**config.mk**
```make
export PLATFORM = sky130hd
export DESIGN_NAME = sram_narrow_seq
export DESIGN_NICKNAME = d
export VERILOG_FILES = /design/src/rtl/sram_seq_pkg.sv /design/src/rtl/sram_seq_ctrl.sv /design/src/rtl/sram_seq_bus.sv /design/src/rtl/sram_seq_pack.sv /design/src/rtl/sram_narrow_seq.sv
export SDC_FILE = /design/constraint.sdc
export NUM_CORES = 1
export LEC_CHECK = 0
export ABC_CLOCK_PERIOD_IN_PS = 2200
export CAP_MARGIN = 5
export CELL_PAD_IN_SITES_DETAIL_PLACEMENT = 1
export CELL_PAD_IN_SITES_GLOBAL_PLACEMENT = 1
export CORE_MARGIN = 2
export CORE_UTILIZATION = 36
export CTS_CLUSTER_SIZE = 25
export DETAILED_ROUTE_END_ITERATION = 10
export GPL_TIMING_DRIVEN = 0
export PLACE_DENSITY_LB_ADDON = 0.1
export SLEW_MARGIN = 20
export SYNTH_ARGS = -nofsm -noshare
export SYNTH_HDL_FRONTEND = slang
export SYNTH_SLANG_ARGS = --single-unit
export TNS_END_PERCENT = 20
```
**constraint.sdc**
```tcl
create_clock -name clk -period 2.2 [get_ports clk]
set_input_delay 0.33 -clock clk [delete_from_list [all_inputs] [get_ports clk]]
set_output_delay 0.33 -clock clk [all_outputs]
set_load 0.02 [all_outputs]
```
**src/rtl/sram_seq_pkg.sv**
```systemverilog
// Shared types and helpers for the narrow SRAM sequencer.
// Assumes: line of four 32-bit words; bus at most 16 bits wide.
package sram_seq_pkg;

    localparam int unsigned WORD_W     = 32;
    localparam int unsigned BUS_W      = 16;
    localparam int unsigned LANES      = 2;
    localparam int unsigned LINE_WORDS = 4;

    typedef enum logic [2:0] {
        ST_IDLE,
        ST_RD_STB,
        ST_RD_HLD,
        ST_WR_SET,
        ST_WR_STB,
        ST_WR_HLD,
        ST_FIN
    } seq_state_t;

    // Index of the final access of one word for the selected bus width.
    function automatic logic [1:0] last_phase(input logic byte_mode);
        return byte_mode ? 2'd3 : 2'd1;
    endfunction

endpackage

```
**src/rtl/sram_seq_ctrl.sv**
```systemverilog
// Sequencer state machine: accepts requests while idle, latches the
// lookup result and the write payload, then steps through phases, words
// and wait-state counts. Assumes requests are single-cycle or level;
// anything arriving while busy is dropped.
module sram_seq_ctrl
    import sram_seq_pkg::*;
#(
    parameter int unsigned WA_W = 16,
    parameter int unsigned WS_W = 3
) (
    input  logic                  clk,
    input  logic                  rst_n,
    input  logic                  refill_req_i,
    input  logic                  write_req_i,
    input  logic [WA_W-1:0]       addr_i,
    input  logic [WORD_W-1:0]     wdata_i,
    input  logic [WORD_W/8-1:0]   wbe_i,
    input  logic [WS_W-1:0]       map_ws_i,
    input  logic                  map_byte_i,
    output seq_state_t            state_o,
    output logic [1:0]            phase_o,
    output logic [WA_W-1:0]       word_o,
    output logic                  byte_mode_o,
    output logic [WORD_W-1:0]     wdata_o,
    output logic [WORD_W/8-1:0]   wbe_o,
    output logic                  capture_o,
    output logic                  word_end_o,
    output logic [$clog2(LINE_WORDS)-1:0] word_idx_o,
    output logic                  busy_o,
    output logic                  done_o
);

    localparam int unsigned IDX_W = $clog2(LINE_WORDS);
    localparam logic [IDX_W-1:0] LAST_WORD = IDX_W'(LINE_WORDS - 1);

    seq_state_t          state_q, state_d;
    logic [1:0]          ph_q, ph_d;
    logic [IDX_W-1:0]    wcnt_q, wcnt_d;
    logic [WS_W-1:0]     tcnt_q, tcnt_d;
    logic [WS_W-1:0]     ws_q;
    logic                byte_q;
    logic [WA_W-1:0]     base_q;
    logic [WORD_W-1:0]   wdata_q;
    logic [WORD_W/8-1:0] wbe_q;
    logic                accept;
    logic                last_ph;
    logic                wait_over;
    logic                is_read;

    assign accept    = (state_q == ST_IDLE) && (refill_req_i || write_req_i);
    assign last_ph   = (ph_q == last_phase(byte_q));
    assign wait_over = (tcnt_q == ws_q);
    assign is_read   = (state_q == ST_RD_STB) || (state_q == ST_RD_HLD);

    // Next-state and counter stepping for every phase of an operation.
    always_comb begin
        state_d = state_q;
        ph_d    = ph_q;
        wcnt_d  = wcnt_q;
        tcnt_d  = tcnt_q;
        unique case (state_q)
            ST_IDLE: begin
                ph_d   = 2'd0;
                wcnt_d = '0;
                tcnt_d = '0;
                if (refill_req_i) begin
                    state_d = ST_RD_STB;
                end else if (write_req_i) begin
                    state_d = ST_WR_SET;
                end
            end
            ST_RD_STB: begin
                if (wait_over) begin
                    tcnt_d  = '0;
                    state_d = ST_RD_HLD;
                end else begin
                    tcnt_d = tcnt_q + 1'b1;
                end
            end
            ST_RD_HLD: begin
                if (last_ph) begin
                    ph_d = 2'd0;
                    if (wcnt_q == LAST_WORD) begin
                        state_d = ST_FIN;
                    end else begin
                        wcnt_d  = wcnt_q + 1'b1;
                        state_d = ST_RD_STB;
                    end
                end else begin
                    ph_d    = ph_q + 2'd1;
                    state_d = ST_RD_STB;
                end
            end
            ST_WR_SET: begin
                tcnt_d  = '0;
                state_d = ST_WR_STB;
            end
            ST_WR_STB: begin
                if (wait_over) begin
                    tcnt_d  = '0;
                    state_d = ST_WR_HLD;
                end else begin
                    tcnt_d = tcnt_q + 1'b1;
                end
            end
            ST_WR_HLD: begin
                if (last_ph) begin
                    state_d = ST_FIN;
                end else begin
                    ph_d    = ph_q + 2'd1;
                    state_d = ST_WR_SET;
                end
            end
            ST_FIN: begin
                state_d = ST_IDLE;
            end
            default: begin
                state_d = ST_IDLE;
            end
        endcase
    end

    // State and counter registers.
    always_ff @(posedge clk) begin
        if (!rst_n) begin
            state_q <= ST_IDLE;
            ph_q    <= 2'd0;
            wcnt_q  <= '0;
            tcnt_q  <= '0;
        end else begin
            state_q <= state_d;
            ph_q    <= ph_d;
            wcnt_q  <= wcnt_d;
            tcnt_q  <= tcnt_d;
        end
    end

    // Operation context captured once, at acceptance.
    always_ff @(posedge clk) begin
        if (!rst_n) begin
            ws_q    <= '0;
            byte_q  <= 1'b0;
            base_q  <= '0;
            wdata_q <= '0;
            wbe_q   <= '0;
        end else if (accept) begin
            ws_q    <= map_ws_i;
            byte_q  <= map_byte_i;
            wdata_q <= wdata_i;
            wbe_q   <= wbe_i;
            if (refill_req_i) begin
                base_q <= {addr_i[WA_W-1:IDX_W], {IDX_W{1'b0}}};
            end else begin
                base_q <= addr_i;
            end
        end
    end

    assign state_o     = state_q;
    assign phase_o     = ph_q;
    assign word_o      = is_read ? {base_q[WA_W-1:IDX_W], wcnt_q} : base_q;
    assign byte_mode_o = byte_q;
    assign wdata_o     = wdata_q;
    assign wbe_o       = wbe_q;
    assign capture_o   = (state_q == ST_RD_HLD);
    assign word_end_o  = (state_q == ST_RD_HLD) && last_ph;
    assign word_idx_o  = wcnt_q;
    assign busy_o      = (state_q != ST_IDLE);
    assign done_o      = (state_q == ST_FIN);

endmodule

```
**src/rtl/sram_seq_bus.sv**
```systemverilog
// Pin decoder: derives chip address, output enable, byte strobes and
// write data from the registered sequencer state. Assumes the state,
// phase and payload inputs change only on clock edges.
module sram_seq_bus
    import sram_seq_pkg::*;
#(
    parameter int unsigned WA_W = 16,
    parameter int unsigned CA_W = WA_W + 2
) (
    input  seq_state_t            state_i,
    input  logic [1:0]            phase_i,
    input  logic [WA_W-1:0]       word_i,
    input  logic                  byte_mode_i,
    input  logic [WORD_W-1:0]     wdata_i,
    input  logic [WORD_W/8-1:0]   wbe_i,
    output logic [CA_W-1:0]       chip_addr_o,
    output logic                  chip_oe_n_o,
    output logic [LANES-1:0]      chip_we_n_o,
    output logic [BUS_W-1:0]      chip_dout_o,
    output logic                  chip_drive_o
);

    logic rd_phase;
    logic wr_phase;
    logic strobe;

    assign rd_phase = (state_i == ST_RD_STB) || (state_i == ST_RD_HLD);
    assign wr_phase = (state_i == ST_WR_SET) || (state_i == ST_WR_STB) ||
                      (state_i == ST_WR_HLD);
    assign strobe   = (state_i == ST_WR_STB);

    // Word address scaled by bus width, low bits from the access phase.
    always_comb begin
        if (byte_mode_i) begin
            chip_addr_o = {word_i, phase_i};
        end else begin
            chip_addr_o = {1'b0, word_i, phase_i[0]};
        end
    end

    assign chip_oe_n_o  = !rd_phase;
    assign chip_drive_o = wr_phase;

    // One byte lane per instance: pick the word byte and its enable.
    for (genvar l = 0; l < LANES; l++) begin : g_lane
        logic [1:0] bidx;
        logic       lane_on;

        // Which byte of the word this lane carries in the current phase.
        always_comb begin
            if (byte_mode_i) begin
                bidx    = 2'd3 - phase_i;
                lane_on = (l == 0);
            end else begin
                bidx    = {~phase_i[0], 1'(l)};
                lane_on = 1'b1;
            end
        end

        assign chip_we_n_o[l]       = !(strobe && lane_on && wbe_i[bidx]);
        assign chip_dout_o[8*l +: 8] = (wr_phase && lane_on) ?
                                       wdata_i[8*bidx +: 8] : 8'h00;
    end

endmodule

```
**src/rtl/sram_seq_pack.sv**
```systemverilog
// Read assembler: shifts each captured halfword or byte into a 32-bit
// accumulator, most significant part first, and presents the finished
// word with its line index for one cycle. Assumes capture strobes come
// only at the end of read hold cycles.
module sram_seq_pack
    import sram_seq_pkg::*;
#(
    parameter int unsigned IDX_W = 2
) (
    input  logic               clk,
    input  logic               rst_n,
    input  logic               capture_i,
    input  logic               word_end_i,
    input  logic               byte_mode_i,
    input  logic [IDX_W-1:0]   word_idx_i,
    input  logic [BUS_W-1:0]   din_i,
    output logic               fill_we_o,
    output logic [IDX_W-1:0]   fill_idx_o,
    output logic [WORD_W-1:0]  fill_data_o
);

    logic [WORD_W-1:0] acc_q;
    logic [WORD_W-1:0] acc_next;

    // Shift-in of the current access, width chosen by bus mode.
    always_comb begin
        if (byte_mode_i) begin
            acc_next = {acc_q[WORD_W-9:0], din_i[7:0]};
        end else begin
            acc_next = {acc_q[WORD_W-BUS_W-1:0], din_i};
        end
    end

    // Accumulator update on each capture.
    always_ff @(posedge clk) begin
        if (!rst_n) begin
            acc_q <= '0;
        end else if (capture_i) begin
            acc_q <= acc_next;
        end
    end

    // Registered hand-off of a completed word to the cache array.
    always_ff @(posedge clk) begin
        if (!rst_n) begin
            fill_we_o   <= 1'b0;
            fill_idx_o  <= '0;
            fill_data_o <= '0;
        end else begin
            fill_we_o <= capture_i && word_end_i;
            if (capture_i && word_end_i) begin
                fill_idx_o  <= word_idx_i;
                fill_data_o <= acc_next;
            end
        end
    end

endmodule

```
**src/rtl/sram_narrow_seq.sv**
```systemverilog
// Top of the narrow SRAM sequencer: line refills of four words and
// single-word writethroughs over a 16-bit or 8-bit static memory bus,
// with wait states from the memory-map lookup. Assumes the lookup
// outputs are valid in the cycle a request is presented.
module sram_narrow_seq
    import sram_seq_pkg::*;
#(
    parameter int unsigned WA_W = 16,
    parameter int unsigned WS_W = 3
) (
    input  logic              clk,
    input  logic              rst_n,
    input  logic              refill_req_i,
    input  logic              write_req_i,
    input  logic [WA_W-1:0]   addr_i,
    input  logic [31:0]       wdata_i,
    input  logic [3:0]        wbe_i,
    input  logic [WS_W-1:0]   map_ws_i,
    input  logic              map_byte_i,
    output logic              busy_o,
    output logic              done_o,
    output logic              fill_we_o,
    output logic [1:0]        fill_idx_o,
    output logic [31:0]       fill_data_o,
    output logic [WA_W+1:0]   chip_addr_o,
    output logic              chip_oe_n_o,
    output logic [1:0]        chip_we_n_o,
    output logic [15:0]       chip_dout_o,
    output logic              chip_drive_o,
    input  logic [15:0]       chip_din_i
);

    localparam int unsigned CA_W  = WA_W + 2;
    localparam int unsigned IDX_W = $clog2(LINE_WORDS);

    seq_state_t          state;
    logic [1:0]          phase;
    logic [WA_W-1:0]     word;
    logic                byte_mode;
    logic [WORD_W-1:0]   wdata_q;
    logic [WORD_W/8-1:0] wbe_q;
    logic                capture;
    logic                word_end;
    logic [IDX_W-1:0]    word_idx;

    sram_seq_ctrl #(
        .WA_W (WA_W),
        .WS_W (WS_W)
    ) u_ctrl (
        .clk          (clk),
        .rst_n        (rst_n),
        .refill_req_i (refill_req_i),
        .write_req_i  (write_req_i),
        .addr_i       (addr_i),
        .wdata_i      (wdata_i),
        .wbe_i        (wbe_i),
        .map_ws_i     (map_ws_i),
        .map_byte_i   (map_byte_i),
        .state_o      (state),
        .phase_o      (phase),
        .word_o       (word),
        .byte_mode_o  (byte_mode),
        .wdata_o      (wdata_q),
        .wbe_o        (wbe_q),
        .capture_o    (capture),
        .word_end_o   (word_end),
        .word_idx_o   (word_idx),
        .busy_o       (busy_o),
        .done_o       (done_o)
    );

    sram_seq_bus #(
        .WA_W (WA_W),
        .CA_W (CA_W)
    ) u_bus (
        .state_i      (state),
        .phase_i      (phase),
        .word_i       (word),
        .byte_mode_i  (byte_mode),
        .wdata_i      (wdata_q),
        .wbe_i        (wbe_q),
        .chip_addr_o  (chip_addr_o),
        .chip_oe_n_o  (chip_oe_n_o),
        .chip_we_n_o  (chip_we_n_o),
        .chip_dout_o  (chip_dout_o),
        .chip_drive_o (chip_drive_o)
    );

    sram_seq_pack #(
        .IDX_W (IDX_W)
    ) u_pack (
        .clk         (clk),
        .rst_n       (rst_n),
        .capture_i   (capture),
        .word_end_i  (word_end),
        .byte_mode_i (byte_mode),
        .word_idx_i  (word_idx),
        .din_i       (chip_din_i),
        .fill_we_o   (fill_we_o),
        .fill_idx_o  (fill_idx_o),
        .fill_data_o (fill_data_o)
    );

endmodule

```
==> impl_metrics.py <==
metrics = {
    "worst_setup_path": {
        "crit_required_ns": 1.87,
        "max_stage_delay_ns": 0.57,
        "critPathMaxFanout": 10,
        "end_kind": "primary output",
        "cp_cell_sequence": "buf_6 -> clkbuf_2 -> or4_1 -> clkdlybuf4s15_2",
        "arrival_ns": 1.97,
        "cp-start-kind": "register",
        "cp_slowest_cell": "or4_1",
        "path_buf_inv": 3,
        "crit_type": "reg2out",
        "crit_family": "buffers and inverters",
    },
    "power": {
        "ir_worst_vdd_uv": 657,
        "p_switching_uw": 3810,
        "p_comb_share_pct": 39.5,
        "pwr-share-clk_pct": 30.0,
        "seq_power_share_pct": 30.5,
        "sw_frac_of_total_pct": 37.7,
        "power_uw": 10100,
        "p_int_uw": 6290,
        "p_leak_uw": 0.00326,
        "p_per_area_nw_per_um2": 1150,
    },
    "place": {
        "io_buffers": 150,
        "dp_hpwl_um": 15100,
        "pre_cts_slack_ns": -0.772,
        "place.gp.congestion": 0.859,
    },
    "die": {
        "io_pins": 151,
        "die_w_um": 132,
        "die_area_um2": 17300,
        "core_um2": 15900,
        "start_util_pct": 36.9,
        "rows": 46,
        "die_h_um": 132,
    },
    "detailed_routing": {
        "first_iter_violations": 303,
        "viasPerCell": 5.22,
        "post_drt_wl_per_cell_um": 19.4,
        "postRouteWirelength_um": 21700,
        "drc": 0,
        "vias": 5824,
        "firstDrtPassIters": 5,
        "ant_nets": 0,
    },
    "finish": {
        "num-nets-final": 965,
        "areaGrowthSynthToFinish_pct": 49.3,
        "utilization_pct": 55.1,
        "diodes": 0,
        "fillers": 1869,
        "drive_gt1_share_pct": 22.2,
    },
    "cts": {
        "clock_latency_ns": 0.42,
        "cts_buffers": 17,
        "h-tree-depth": 4,
        "clockBufferDepth": 2,
        "root_buffer": "clkbuf_16",
        "path_clk_slew_ns": 0.06,
        "tritoncts": "yes",
        "cts_sinks": 125,
    },
    "global_route": {
        "grt_antenna_before_repair": 0,
        "track_usage_pct": 24.5,
        "grt_max_degree": 17,
        "overflow": 0,
        "grt_pass1_vias": 6287,
        "grt_pass1_wl_um": 33700,
    },
    "sta": {
        "finClkSkew_ns": 0.00725,
        "finalCritPeriodShare_pct": 104,
        "tns_ns": -0.838,
        "worst_pin_slew_ns": 0.761,
        "fin_crit_ns": 2.30,
        "worst_slack_ns": -0.0958,
        "setup_viol": 22,
        "slew_headroom_pct": 49.3,
        "hold_viol_final": 0,
        "rsz0062_at_grt": "yes",
        "maxSlewViolCount": 0,
        "fmax_mhz": 436,
    },
    "synth": {
        "synth_nets": 770,
        "synth_cells": 692,
        "synth_edf_count": 0,
        "ys_ff_latch": 125,
        "synth-main-ff-cell": "dfxtp_1",
        "ys_types": 49,
        "avgSynthCellArea_um2": 8.47,
        "async_flop_share_pct": 0,
        "synth-seq-area-share_pct": 42.7,
        "yosysWarnings": 0,
        "synth_area_um2": 5860,
    },
    "outcome": {
        "violations": "setup timing",
        "status": "finished, violations left",
    },
    "min_path": {
        "hold_class": "in2reg",
    },
    "flow_run": {
        "maxCapViolCount": 0,
    },
}
## synth_stat cells, types with 4 or more instances
master / instances / share of area (%)
a2111oi_0: 4 / 0.60
a211oi_1: 33 / 4.2
a211oi_2: 24 / 5.1
a21oi_1: 80 / 6.8
a311oi_1: 11 / 1.6
and2_1: 8 / 0.85
and3_1: 10 / 1.1
buf_1: 4 / 0.26
buf_2: 22 / 1.9
buf_4: 5 / 0.64
clkbuf_1: 30 / 1.9
dfxtp_1: 125 / 43
inv_1: 6 / 0.38
mux2_2: 13 / 2.5
mux2i_1: 38 / 6.5
nand2_1: 159 / 10
nand2b_1: 4 / 0.43
nand3_1: 9 / 0.77
nor2_1: 48 / 3.1
nor2b_1: 10 / 1.1
or3_1: 4 / 0.43
xor2_1: 5 / 0.75
## tightest hold or removal path: cells and delay by family
family          cells  cell delay (ns)
buf+inv             1             0.39
simple gates        1             0.06
compound gates      1             0.05
## final timing paths
check                                           from                endpoint  slack, ns  cells past startpoint
worst max-delay path               u_ctrl.state_o[0]          chip_we_n_o[1]       -0.1                      4
worst min-delay path                        wbe_i[0]         u_ctrl.wbe_o[0]       0.46                      3
worst max register to register     u_ctrl.state_o[2]  u_pack.fill_data_o[26]       0.02                      9
worst min register to register  u_pack.fill_idx_o[0]    u_pack.fill_idx_o[0]       0.46                      2
## stage by stage
stage	cells	hold slack, ns	instance area, um2
detailed placement	1058	0.453	7630
global route	1116	0.458	8750
global placement	1058	0.444	7630
CTS	1109	0.442	8580
finish	1116	0.456	8750
floorplan	692	0.436	5860
## sequential cells by signal, indices dropped and copies added (netlist names), 3 cells and up
signal              cells
u_ctrl.ws_q             3
u_ctrl.wdata_o         32
u_ctrl.tcnt_q           3
u_ctrl.base_q          16
u_ctrl.state_o          3
u_ctrl.wbe_o            4
u_pack.fill_data_o     32
u_pack.acc_q           24
## power groups by stage
stage	clock, uW	combinational [uW]	sequential, uW
6_report	3030	3980	3080
5_1_grt	3190	4290	3130
4_1_cts	3090	3750	3050
3_5_place_dp	0	3420	3050
3_3_place_gp	0	3330	3030
2_1_floorplan	0	2200	2990
## cells by family (layout without fill, tap and decap cells)
logic type / after synthesis / count (layout) / share of synthesized area (%)
compound gates: 169 / 169 / 20.5
xor+xnor: 7 / 7 / 1.05
fa+ha+maj: 2 / 2 / 0.427
buf+inv: 68 / 276 / 5.27
flops: 125 / 125 / 42.7
mux: 54 / 54 / 10.1
simple gates: 267 / 267 / 19.9
## what timing repair did
item | 4_1_cts | 5_1_grt
gates resized for setup | 179 | 48
hold buffers | 0 | 0
pin swaps | 8 | 7
endpoints found under the setup margin | 39 | 35
endpoints found under the hold margin | 0 | 0
setup buffers | 20 | 8
cloned | 1 | 0
## final cells by class
cell class              instances  area (um2)  share of cell area, %
well taps                     216         270                   3.09
plain buffers                  59         382                   4.36
repair buffers                179        1660                   19.0
clock inverters                15         211                   2.42
flip-flops and latches        125        2510                   28.7
clock buffers                  17         425                   4.86
multi-input cells             499        3260                   37.3
inverters                       6        26.3                  0.300
## layer usage
layer,global-route usage [%],vias up,part of all wire (%)
met3,6.67,29,5.1
li1,-,2798,-
met4,8.94,0,1.7
met5,0,-,0
met1,28.1,2836,42
met2,43.6,161,52
## layout by cell type, fill, tap and decap left out, types with 5 or more instances in the layout
cell	n
clkbuf_16	17
nor2_1	48
buf_4	42
buf_6	12
nand2_1	158
a311oi_2	7
buf_2	23
dlygate4sd2_1	16
a211oi_1	24
and3_1	10
clkinvlp_4	5
dfxtp_1	121
nor2b_1	6
mux2i_1	35
xor2_1	5
and2_1	8
nand3_1	9
a211oi_2	32
mux2_2	13
clkbuf_1	21
a21oi_1	78
inv_1	5
clkdlybuf4s50_1	112
(Power assumes the default switching activity.)
